**src/rtl/vtg_pkg.sv**
```systemverilog
package vtg_pkg;
    // Default counter widths
    localparam int PIX_W  = 12;
    localparam int LINE_W = 11;
    // Fields per frame
    localparam int NFIELD = 2;

    // Flags held in set/clear registers
    typedef enum int {
        FL_HBLANK = 0,
        FL_HSYNC  = 1,
        FL_VBLANK = 2,
        FL_VSYNC  = 3,
        FL_FIELD  = 4
    } flag_idx_e;
    localparam int NFLAG = 5;

    // Per-flag request for the next position
    typedef struct packed {
        logic on;
        logic off;
    } edge_req_t;
endpackage

```
**src/rtl/vtg_raster.sv**
```systemverilog
module vtg_raster #(
    parameter int PW = 12,
    parameter int LW = 11
) (
    input  logic          clk,
    input  logic          rst,
    input  logic [PW-1:0] cfg_line_last,
    input  logic [LW-1:0] cfg_frame_last,
    output logic [PW-1:0] pix_q,
    output logic [LW-1:0] line_q,
    output logic [PW-1:0] pix_n,
    output logic [LW-1:0] line_n
);
    localparam logic [LW-1:0] FIRST_LINE = LW'(1);

    logic wrap;

    always_comb begin
        wrap   = (pix_q == cfg_line_last);
        pix_n  = wrap ? '0 : pix_q + 1'b1;
        line_n = line_q;
        if (wrap) begin
            line_n = (line_q == cfg_frame_last) ? FIRST_LINE : line_q + 1'b1;
        end
    end

    always_ff @(posedge clk) begin
        if (rst) begin
            pix_q  <= '0;
            line_q <= FIRST_LINE;
        end else begin
            pix_q  <= pix_n;
            line_q <= line_n;
        end
    end
endmodule

```
**src/rtl/vtg_edge_flag.sv**
```systemverilog
module vtg_edge_flag
    import vtg_pkg::*;
(
    input  logic      clk,
    input  logic      rst,
    input  edge_req_t req,
    output logic      d,
    output logic      q
);
    // The on point takes priority over a coinciding off point
    always_comb begin
        d = q;
        if (req.off) d = 1'b0;
        if (req.on)  d = 1'b1;
    end

    always_ff @(posedge clk) begin
        if (rst) q <= 1'b0;
        else     q <= d;
    end
endmodule

```
**src/rtl/vtg_image_window.sv**
```systemverilog
module vtg_image_window
    import vtg_pkg::*;
#(
    parameter int PW = 12,
    parameter int LW = 11
) (
    input  logic                      clk,
    input  logic                      rst,
    input  logic [PW-1:0]             pix_n,
    input  logic [LW-1:0]             line_n,
    input  logic                      fld_n,
    input  logic [NFIELD-1:0][LW-1:0] cfg_img_line_off,
    input  logic [NFIELD-1:0][LW-1:0] cfg_img_lines,
    input  logic [NFIELD-1:0][PW-1:0] cfg_img_pix_off,
    input  logic [NFIELD-1:0][PW-1:0] cfg_img_pixels,
    output logic                      active,
    output logic [PW-1:0]             img_pix,
    output logic [LW-1:0]             img_line
);
    logic [LW-1:0] rel_line;
    logic [PW-1:0] rel_pix;
    logic          in_line, in_pix;

    always_comb begin
        rel_line = line_n - cfg_img_line_off[fld_n];
        rel_pix  = pix_n  - cfg_img_pix_off[fld_n];
        in_line  = (line_n >= cfg_img_line_off[fld_n]) && (rel_line < cfg_img_lines[fld_n]);
        in_pix   = (pix_n  >= cfg_img_pix_off[fld_n])  && (rel_pix  < cfg_img_pixels[fld_n]);
    end

    always_ff @(posedge clk) begin
        if (rst) begin
            active   <= 1'b0;
            img_pix  <= '0;
            img_line <= '0;
        end else begin
            active   <= in_line && in_pix;
            img_pix  <= (in_line && in_pix) ? rel_pix  : '0;
            img_line <= (in_line && in_pix) ? rel_line : '0;
        end
    end
endmodule

```
**src/rtl/video_timing_gen.sv**
```systemverilog
module video_timing_gen
    import vtg_pkg::*;
#(
    parameter int PW = PIX_W,
    parameter int LW = LINE_W
) (
    input  logic                      clk,
    input  logic                      rst,
    input  logic [PW-1:0]             cfg_line_last,
    input  logic [LW-1:0]             cfg_frame_last,
    input  logic [PW-1:0]             cfg_hblank_on,
    input  logic [PW-1:0]             cfg_hblank_off,
    input  logic [PW-1:0]             cfg_hsync_on,
    input  logic [PW-1:0]             cfg_hsync_off,
    input  logic [NFIELD-1:0][LW-1:0] cfg_vblank_on_line,
    input  logic [NFIELD-1:0][PW-1:0] cfg_vblank_on_x,
    input  logic [NFIELD-1:0][LW-1:0] cfg_vblank_off_line,
    input  logic [NFIELD-1:0][PW-1:0] cfg_vblank_off_x,
    input  logic [NFIELD-1:0][LW-1:0] cfg_vsync_on_line,
    input  logic [NFIELD-1:0][PW-1:0] cfg_vsync_on_x,
    input  logic [NFIELD-1:0][LW-1:0] cfg_vsync_off_line,
    input  logic [NFIELD-1:0][PW-1:0] cfg_vsync_off_x,
    input  logic [LW-1:0]             cfg_fld_set_line,
    input  logic [LW-1:0]             cfg_fld_clr_line,
    input  logic [NFIELD-1:0][LW-1:0] cfg_img_line_off,
    input  logic [NFIELD-1:0][LW-1:0] cfg_img_lines,
    input  logic [NFIELD-1:0][PW-1:0] cfg_img_pix_off,
    input  logic [NFIELD-1:0][PW-1:0] cfg_img_pixels,
    output logic [PW-1:0]             frame_pix,
    output logic [LW-1:0]             frame_line,
    output logic [PW-1:0]             img_pix,
    output logic [LW-1:0]             img_line,
    output logic                      hblank,
    output logic                      hsync,
    output logic                      vblank,
    output logic                      vsync,
    output logic                      field,
    output logic                      img_active
);
    logic [PW-1:0]    pix_n;
    logic [LW-1:0]    line_n;
    edge_req_t [NFLAG-1:0] req;
    logic [NFLAG-1:0] flag_d, flag_q;
    logic [NFIELD-1:0] vb_on, vb_off, vs_on, vs_off;

    vtg_raster #(.PW(PW), .LW(LW)) u_raster (
        .clk, .rst, .cfg_line_last, .cfg_frame_last,
        .pix_q(frame_pix), .line_q(frame_line), .pix_n, .line_n
    );

    // Per-field vertical edge points: line number plus pixel on that line
    for (genvar f = 0; f < NFIELD; f++) begin : g_field_pts
        assign vb_on[f]  = (line_n == cfg_vblank_on_line[f])  && (pix_n == cfg_vblank_on_x[f]);
        assign vb_off[f] = (line_n == cfg_vblank_off_line[f]) && (pix_n == cfg_vblank_off_x[f]);
        assign vs_on[f]  = (line_n == cfg_vsync_on_line[f])   && (pix_n == cfg_vsync_on_x[f]);
        assign vs_off[f] = (line_n == cfg_vsync_off_line[f])  && (pix_n == cfg_vsync_off_x[f]);
    end

    always_comb begin
        req[FL_HBLANK] = '{on: pix_n == cfg_hblank_on, off: pix_n == cfg_hblank_off};
        req[FL_HSYNC]  = '{on: pix_n == cfg_hsync_on,  off: pix_n == cfg_hsync_off};
        req[FL_VBLANK] = '{on: |vb_on, off: |vb_off};
        req[FL_VSYNC]  = '{on: |vs_on, off: |vs_off};
        req[FL_FIELD]  = '{on:  (pix_n == '0) && (line_n == cfg_fld_set_line),
                           off: (pix_n == '0) && (line_n == cfg_fld_clr_line)};
    end

    for (genvar g = 0; g < NFLAG; g++) begin : g_flag
        vtg_edge_flag u_flag (
            .clk, .rst, .req(req[g]), .d(flag_d[g]), .q(flag_q[g])
        );
    end

    vtg_image_window #(.PW(PW), .LW(LW)) u_window (
        .clk, .rst, .pix_n, .line_n, .fld_n(flag_d[FL_FIELD]),
        .cfg_img_line_off, .cfg_img_lines, .cfg_img_pix_off, .cfg_img_pixels,
        .active(img_active), .img_pix, .img_line
    );

    assign hblank = flag_q[FL_HBLANK];
    assign hsync  = flag_q[FL_HSYNC];
    assign vblank = flag_q[FL_VBLANK];
    assign vsync  = flag_q[FL_VSYNC];
    assign field  = flag_q[FL_FIELD];
endmodule

```
**config.mk**
```make
export PLATFORM = sky130hd
export DESIGN_NAME = video_timing_gen
export DESIGN_NICKNAME = d
export VERILOG_FILES = /design/src/rtl/vtg_pkg.sv /design/src/rtl/vtg_raster.sv /design/src/rtl/vtg_edge_flag.sv /design/src/rtl/vtg_image_window.sv /design/src/rtl/video_timing_gen.sv
export SDC_FILE = /design/constraint.sdc
export NUM_CORES = 1
export LEC_CHECK = 0
export BUFFER_PORTS_ARGS = -buffer_cell sky130_fd_sc_hd__buf_2
export CAP_MARGIN = 20
export CORE_MARGIN = 4
export CORE_UTILIZATION = 30
export CTS_CLUSTER_DIAMETER = 80
export DETAILED_ROUTE_END_ITERATION = 6
export RECOVER_POWER = 100
export SYNTH_ARGS = -nofsm -noshare
export SYNTH_HDL_FRONTEND = slang
export SYNTH_HIERARCHICAL = 1
export SYNTH_SLANG_ARGS = --single-unit
export TNS_END_PERCENT = 1
```
**constraint.sdc**
```tcl
create_clock -name clk -period 9 [get_ports clk]
set_clock_uncertainty 0.05 [all_clocks]
set_input_delay 0 -clock clk [delete_from_list [all_inputs] [get_ports clk]]
set_output_delay 0 -clock clk [all_outputs]
set_load 0.005 [all_outputs]
```
==> results by group, run 1 <==
Status
  – Outcome: complete, no violations

Drt
  – # DRC: 0
  – Post-DRT Antenna Nets: 0
  – Via Count: 8322
  – Detailed router's first-iteration violation count: 648
  – Final wirelength: 35100 µm
  – First-pass DRT Iterations: 6
  – DR WL/cell: 21.4 µm
  – Routed vias/inst: 5.07

Layout
  – Final core occ: 40.0%
  – Share of layout cells above drive strength 1: 34.4%
  – Area Growth Syn to Fin: 31.6%
  – # diodes: 0
  – Nets: 1728
  – Filler instances: 2662
  – Non-Filler Instances: 1640

Placed design
  – Post-DP HPWL: 29300 µm
  – Post-place setup slack: 0.925 ns
  – Buffers on Ports: 422
  – Placed cells: 1632
  – GPL Wtd Cong: 0.968

Clock network
  – CTS tree: built
  – # resized after CTS: 0
  – CTS Buffer Depth: 2
  – TritonCTS Buffers: 5
  – Post-CTS Setup Bufs: 0
  – Clock-pin slew on the worst setup and hold paths: 0.08 ns
  – Hold buffers post-CTS: 0
  – Num Clock Sinks: 52
  – Worst-skew pair later-pin latency: 0.31 ns
  – CTS root buffer: clkbuf_16
  – H-tree depth: 2

Floorplanning
  – Full die area: 28100 µm²
  – Die height: 168 µm
  – Row cnt: 58
  – IO Pins: 423
  – Die width: 168 µm
  – Initial core utilization: 30.4%
  – Core Box Area: 25100 µm²

Power and ir drop
  – PD cells: 83.8 nW/µm²
  – Lkg Pwr: 4.40 nW
  – Max VDD drop: 0.0600 mV

Worst hold path
  – Min-delay src: cfg_hsync_on[7]
  – Hold endpoint: g_flag[1].u_flag/q
  – Hold path depth: 6
  – Worst min path class: input port to flop

STA
  – Final setup fails: 0
  – Final period utilization: 91.2%
  – RSZ-0062 raised after global routing: no
  – Hold Fails Final Rpt: 0
  – Final setup margin: 0.790 ns
  – Slew @ Worst Pin: 1.20 ns
  – Final setup TNS: 0 ns
  – Final worst path period need: 8.21 ns
  – Slew headroom: 20.1%
  – Pins over their slew limit: 0
  – Peak Freq: 122 MHz

Setup path
  – Crit path DAT: 8.41 ns
  – Crit path launch type: flop
  – CP max FO: 16
  – Critical path type: flop to flop
  – Reg-to-reg critical path startpoint: u_raster/pix_q[2]
  – Worst R2R End: u_window/img_pix[10]
  – Worst path required time: 9.20 ns
  – R2R cell count: 27
  – Flop-to-flop setup slack: 0.79 ns
  – Crit. End Element: flop

Global route
  – Grt total ovfl: 0
  – Largest net degree at the start of global routing: 23
  – Initial antenna violation count: 0
  – Tot GR Track Use: 23.5%
  – Vias in the first global route: 8436
  – First-pass GRT wire length: 50700 µm

Synthesis
  – Synthesis Warnings: 6
  – Cells after Synth: 913
  – Mapped Area: 7640 µm²
  – Synth Area per Inst: 8.37 µm²
  – Syn_nets: 1332

Flow run
  – Max-Cap Viols: 0
## critical path: stages (launching register included)
cell,delay (ns)
dfxtp_1,0.48
xor2_1,0.11
nor4_1,0.39
nand3_1,0.54
nor2_4,0.46
o2bb2ai_2,0.47
xor2_1,0.15
nor4_1,0.27
nand4_1,0.13
nor3_1,0.17
nand2b_4,0.17
nand2_2,0.23
mux2_2,0.36
ha_1,0.24
fa_1,0.43
nand2b_1,0.18
a21oi_1,0.23
nor2_1,0.09
o21ai_0,0.35
mux2i_1,0.27
nand2_1,0.08
ha_1,0.32
and4_1,0.17
a2111oi_0,0.46
o311ai_1,0.16
or4_1,0.72
clkinv_2,0.24
o311a_1,0.18
## state kept, by name (all words and copies together) (netlist names)
signal	cells
u_raster/pix_q	12
u_window/active	1
u_raster/line_q	11
g_flag.u_flag/q	5
u_window/img_line	11
u_window/img_pix	12
## power by group
part	total, mW	internal (mW)	switching [mW]
sequential	0.243	0.234	0.00923
combinational	0.388	0.186	0.202
clock	0.211	0.104	0.107
total	0.843	0.524	0.319
## cells in the final DEF (no fill, tap or decap), types with 7 or more instances in the layout
cell type    n
buf_2      375
xnor2_1    169
xor2_1     130
dfxtp_1     52
clkbuf_1    50
nand4_1     47
ha_1        46
mux2i_1     43
nor2_1      41
inv_1       32
nor4_1      31
nand3_1     26
a21oi_1     26
nand2_1     24
buf_4       21
nor3_1      20
o21ai_0     12
and2_1      12
nor2_2      11
a21oi_2      9
and3_1       9
o31ai_1      7
## worst max path at each step
stage | to | startpoint | cells past startpoint
2_1_floorplan | u_window/img_pix[10] | u_raster/line_q[0] | 33
3_3_place_gp | u_window/img_pix[10] | u_raster/pix_q[9] | 28
3_5_place_dp | u_window/img_pix[10] | u_raster/pix_q[2] | 28
4_1_cts | u_window/img_pix[10] | u_raster/pix_q[2] | 28
5_1_grt | u_window/img_pix[10] | u_raster/pix_q[2] | 27
6_report | u_window/img_pix[10] | u_raster/pix_q[2] | 27
## area by class of cell
| type | count | area, µm² | share of cell area, % |
|---|---|---|---|
| multi-input cells | 771 | 6110 | 60.7 |
| repair buffers | 446 | 2220 | 22.1 |
| flip-flops and latches | 52 | 1040 | 10.4 |
| well taps | 330 | 413 | 4.11 |
| clock buffers | 5 | 125 | 1.24 |
| inverters | 33 | 125 | 1.24 |
| clock inverters | 3 | 21.3 | 0.212 |
## per-stage QoR
stage	power, mW	hold slack, ns	cell area (µm²)
after floorplan	0.472	0.0124	7640
after global routing	0.897	0.0409	10100
after detailed placement	0.640	0.330	10000
after global placement	0.637	0.342	10000
final	0.843	0.0355	10100
after CTS	0.857	0.0224	10200
## metal layers
| metal | GRT usage [%] | vias up | part of all wire, % |
|---|---|---|---|
| met2 | 43.0 | 405 | 51 |
| met1 | 28.2 | 3888 | 39 |
| met4 | 5.40 | 0 | 2.0 |
| met5 | 0 | - | 0 |
| li1 | - | 3999 | - |
| met3 | 4.51 | 30 | 7.8 |
Power figures use the tool's default switching activity.
==> inputs of run 2 (changes only) <==
- BUFFER_PORTS_ARGS: -buffer_cell sky130_fd_sc_hd__buf_2 -> -buffer_cell sky130_fd_sc_hd__buf_4
==> results by group, run 2 (synthesis gave the netlist of run 1 again) <==
Status
  – Outcome: complete, no violations

Global route
  – Vias in the first global route: 8438
  – First-pass GRT wire length: 52500 µm
  – Initial antenna violation count: 2
  – Largest net degree at the start of global routing: 23
  – Tot GR Track Use: 24.5%
  – Grt total ovfl: 0

Setup path
  – Crit path launch type: flop
  – Critical Path Source: u_raster/pix_q[0]
  – Flop-to-flop setup slack: 0.85 ns
  – Critical path type: flop to flop
  – CP max FO: 22
  – Worst R2R End: u_window/img_pix[10]
  – Delay-heaviest family, CP: simple AND/OR/NAND/NOR gates
  – CP max stage cell: or4_1
  – Crit path DAT: 8.34 ns
  – R2R cell count: 30
  – Max stage delay on crit path: 0.74 ns
  – Crit path buffers/inverters: 4
  – Crit. End Element: flop
  – Crit path capture: u_window/img_pix[10]
  – Worst path required time: 9.20 ns
  – Reg-to-reg critical path startpoint: u_raster/pix_q[0]
  – Levels on crit path: 30

Clock network
  – TritonCTS Buffers: 5
  – H-tree depth: 2
  – CTS Buffer Depth: 2
  – Post-CTS Setup Bufs: 0
  – Num Clock Sinks: 52
  – Worst-skew pair later-pin latency: 0.31 ns
  – CTS root buffer: clkbuf_16
  – Clock-pin slew on the worst setup and hold paths: 0.08 ns
  – # resized after CTS: 0
  – Hold buffers post-CTS: 0
  – CTS tree: built

Drt
  – First-pass DRT Iterations: 5
  – Routed vias/inst: 5.05
  – # DRC: 0
  – Via Count: 8305
  – DR WL/cell: 22.3 µm
  – Detailed router's first-iteration violation count: 615
  – Post-DRT Antenna Nets: 0
  – Final wirelength: 36600 µm

Floorplanning
  – IO Pins: 423
  – Full die area: 28100 µm²
  – Die height: 168 µm
  – Core Box Area: 25100 µm²
  – Die width: 168 µm
  – Initial core utilization: 30.4%
  – Row cnt: 58

Placed design
  – Post-place setup slack: 0.896 ns
  – GPL Wtd Cong: 0.924
  – Buffers on Ports: 422
  – Placed cell area: 11100 µm²
  – Post-DP HPWL: 30500 µm
  – Placed cells: 1632

Power and ir drop
  – PD cells: 80.3 nW/µm²
  – Total power: 0.890 mW
  – Lkg Pwr: 4.79 nW
  – Max VDD drop: 0.0574 mV

STA
  – Hold WS: 0.0399 ns
  – Final setup fails: 0
  – Hold Fails Final Rpt: 0
  – RSZ-0062 raised after global routing: no
  – Pins over their slew limit: 0
  – Slew @ Worst Pin: 1.22 ns
  – Final period utilization: 90.5%
  – Peak Freq: 123 MHz
  – Slew headroom: 18.5%
  – Final setup margin: 0.852 ns
  – Final setup TNS: 0 ns
  – Final worst path period need: 8.15 ns

Layout
  – Fin area: 11100 µm²
  – Most frequent cells in the layout: buf_4 (392), xnor2_1 (169), xor2_1 (130)
  – Commonest non-fill, non-tap cell in the layout: buf_4
  – Non-Filler Instances: 1643
  – Area Growth Syn to Fin: 45.1%
  – Share of layout cells above drive strength 1: 35.8%
  – Nets: 1729
  – Filler instances: 2557
  – Final core occ: 44.1%
  – Top Registers: u_raster/pix_q (12), u_window/img_pix (12)

Worst hold path
  – Worst min path class: input port to flop

Flow run
  – Max-Cap Viols: 0
==> run 2: worst reg2reg max path, delay by kind of cell, from the launching register on <==
kind                       cells  cell delay, ns
xor gates and xnor gates       2            0.33
adders and majority gates      3            0.81
buffers and inverters          4            1.11
and+or+nand+nor                9            2.61
AOI/OAI and AO/OA             11            2.32
muxes                          1            0.39
DFF                            1            0.49
==> run 2: worst min-delay path by stage <==
stage	from	to	slack (ns)	depth (start not counted)
final	cfg_hblank_on[5]	g_flag[0].u_flag/q	0.04	6
after global routing	cfg_hblank_on[5]	g_flag[0].u_flag/q	0.06	6
after CTS	cfg_hblank_on[5]	g_flag[0].u_flag/q	0.02	6
after detailed placement	u_window/img_line[8]	img_line[8]	0.34	1
after global placement	u_window/img_line[2]	img_line[2]	0.34	1
after floorplan	rst	g_flag[0].u_flag/q	0.01	1
==> run 2: routing by layer <==
| layer | global-route usage, % | routed length [µm] | up-vias |
|---|---|---|---|
| met3 | 5.67 | 2920 | 43 |
| li1 | - | - | 3992 |
| met2 | 44.1 | 18300 | 377 |
| met5 | 0 | 0 | - |
| met1 | 29.0 | 14200 | 3893 |
| met4 | 7.41 | 1140 | 0 |
==> run 2: final cells by class <==
| class | instances | area, µm² | share of cell area (%) |
|---|---|---|---|
| clock inverters | 2 | 13.8 | 0.124 |
| multi-input cells | 771 | 6120 | 55.2 |
| flip-flops and latches | 52 | 1040 | 9.39 |
| well taps | 330 | 413 | 3.72 |
| diodes | 2 | 5.00 | 0.0451 |
| clock buffers | 6 | 139 | 1.25 |
| repair buffers | 447 | 3230 | 29.2 |
| inverters | 33 | 125 | 1.13 |
==> run 2: where the power goes <==
| group | switching, mW | internal [mW] |
|---|---|---|
| sequential | 0.00904 | 0.234 |
| combinational | 0.202 | 0.232 |
| clock | 0.101 | 0.112 |
==> inputs of run 3 (changes only) <==
- CORE_MARGIN: 4 -> 5
- clock period: 9 -> 7.85 ns (I/O delays scaled with it)
==> results by group, run 3 (synthesis gave the netlist of run 1 again) <==
Setup path
  – Worst path required time: 8.06 ns
  – Crit. End Element: flop
  – CP max FO: 16
  – Critical path type: flop to flop
  – Crit path launch type: flop
  – Crit path DAT: 7.54 ns
  – Max stage delay on crit path: 0.63 ns
  – CP max stage cell: or4_4

Global route
  – Largest net degree at the start of global routing: 35
  – Vias in the first global route: 8821
  – Grt total ovfl: 0
  – First-pass GRT wire length: 54000 µm
  – Tot GR Track Use: 24.9%
  – Initial antenna violation count: 1

Status
  – Outcome: complete, no violations

Clock network
  – H-tree depth: 2
  – CTS root buffer: clkbuf_16
  – CTS tree: built
  – Post-CTS Setup Bufs: 0
  – CTS Buffer Depth: 2
  – Worst-skew pair later-pin latency: 0.31 ns
  – Num Clock Sinks: 52
  – Clock-pin slew on the worst setup and hold paths: 0.08 ns
  – TritonCTS Buffers: 5

Drt
  – Routed vias/inst: 5.06
  – DR WL/cell: 22.9 µm
  – First-pass DRT Iterations: 5
  – Post-DRT Antenna Nets: 0
  – Via Count: 8373
  – Final wirelength: 37900 µm
  – Detailed router's first-iteration violation count: 649
  – # DRC: 0

STA
  – Final setup fails: 0
  – Final worst path period need: 7.33 ns
  – Hold Fails Final Rpt: 0
  – Pins over their slew limit: 0
  – Slew headroom: 43.2%
  – Final setup TNS: 0 ns
  – Final period utilization: 93.4%
  – Slew @ Worst Pin: 0.845 ns
  – Peak Freq: 136 MHz

Layout
  – Commonest non-fill, non-tap cell in the layout: buf_4
  – Multi-input logic area: 6170 µm²
  – Share of layout cells above drive strength 1: 37.5%
  – Most frequent cells in the layout: buf_4 (409), xnor2_1 (169), xor2_1 (130)
  – Final core occ: 44.7%
  – Total area of sequential cells: 1040 µm²
  – Area Growth Syn to Fin: 47.0%
  – Filler instances: 2515
  – Top Registers: u_raster/pix_q (12), u_window/img_pix (12)
  – Nets: 1742

Floorplanning
  – Row cnt: 58
  – IO Pins: 423
  – Initial core utilization: 30.4%
  – Die width: 170 µm
  – Full die area: 28800 µm²
  – Die height: 170 µm
  – Core Box Area: 25100 µm²

Flow run
  – Max-Cap Viols: 0

Placed design
  – Buffers on Ports: 422
  – Post-DP HPWL: 31600 µm
  – GPL Wtd Cong: 0.956

Power and ir drop
  – Lkg Pwr: 4.88 nW
  – Max VDD drop: 0.0683 mV
  – PD cells: 91.7 nW/µm²

Worst hold path
  – Worst min path class: input port to flop
==> run 3: cell types whose count changed in the layout (fill, tap and decap cells not counted), moves of 2 or more <==
cell / delta
a22o_2: +2
buf_4: +17
a22oi_1: -3
clkbuf_4: -2
nor4_1: -2
a22oi_2: +3
a22o_1: -2
and2_1: +2
nor4_2: +2
clkbuf_1: -2
and2_0: -2
==> run 3: layout make-up <==
type | instances | area share [%]
well taps | 330 | 3.68
multi-input cells | 771 | 54.9
flip-flops and latches | 52 | 9.27
inverters | 33 | 1.11
clock inverters | 3 | 0.189
diodes | 1 | 0.0223
repair buffers | 460 | 29.7
clock buffers | 5 | 1.11
==> run 3: metal layers <==
metal	GRT usage (%)	up-vias	share of wire (%)
met3	4.73	42	6.7
li1	-	4030	-
met1	29.8	3919	40
met4	7.11	0	2.7
met5	0	-	0
met2	45.1	382	51
==> run 3: power breakdown <==
group / switching, mW / leakage, nW / internal [mW] / total (mW)
Sequential: 0.00610 / 0.420 / 0.268 / 0.274
Clock: 0.119 / 0.0702 / 0.120 / 0.238
Combinational: 0.245 / 4.39 / 0.272 / 0.517
==> run 3: stage by stage <==
step / power (mW) / hold slack [ns] / std cells / cell area, µm² / setup slack [ns]
after global placement: 0.794 / 0.340 / 1646 / 11200 / 0.328
final: 1.03 / 0.0261 / 1655 / 11200 / 0.515
after floorplan: 0.541 / 0.0124 / 913 / 7640 / 1.13
after detailed placement: 0.796 / 0.334 / 1646 / 11200 / 0.170
after global routing: 1.09 / 0.0658 / 1655 / 11200 / -0.0670
after CTS: 1.04 / 0.0139 / 1654 / 11300 / 0.151
==> run 3: timing repair <==
item                       in CTS  in global routing
setup endpoints to repair       0                 24
resized for setup               0                 11
hold buffers                    0                  0
==> run 3: worst paths after layout <==
check                                   startpoint                    to  slack [ns]  depth (start not counted)
worst max-delay path             u_raster/pix_q[9]  u_window/img_pix[10]        0.52                         30
worst min-delay path               cfg_hsync_on[7]    g_flag[1].u_flag/q        0.03                          6
worst max register to register   u_raster/pix_q[9]  u_window/img_pix[10]        0.52                         30
worst min register to register  g_flag[0].u_flag/q    g_flag[0].u_flag/q        0.44                          2
==> run 3: critical path, delay by kind of cell, from the launching register on <==
kind	cells	cell delay, ns
buf+inv	4	0.96
mux	1	0.28
xor+xnor	2	0.24
simple gates	11	2.49
flops	1	0.43
fa+ha+maj	3	0.92
compound gates	9	1.89
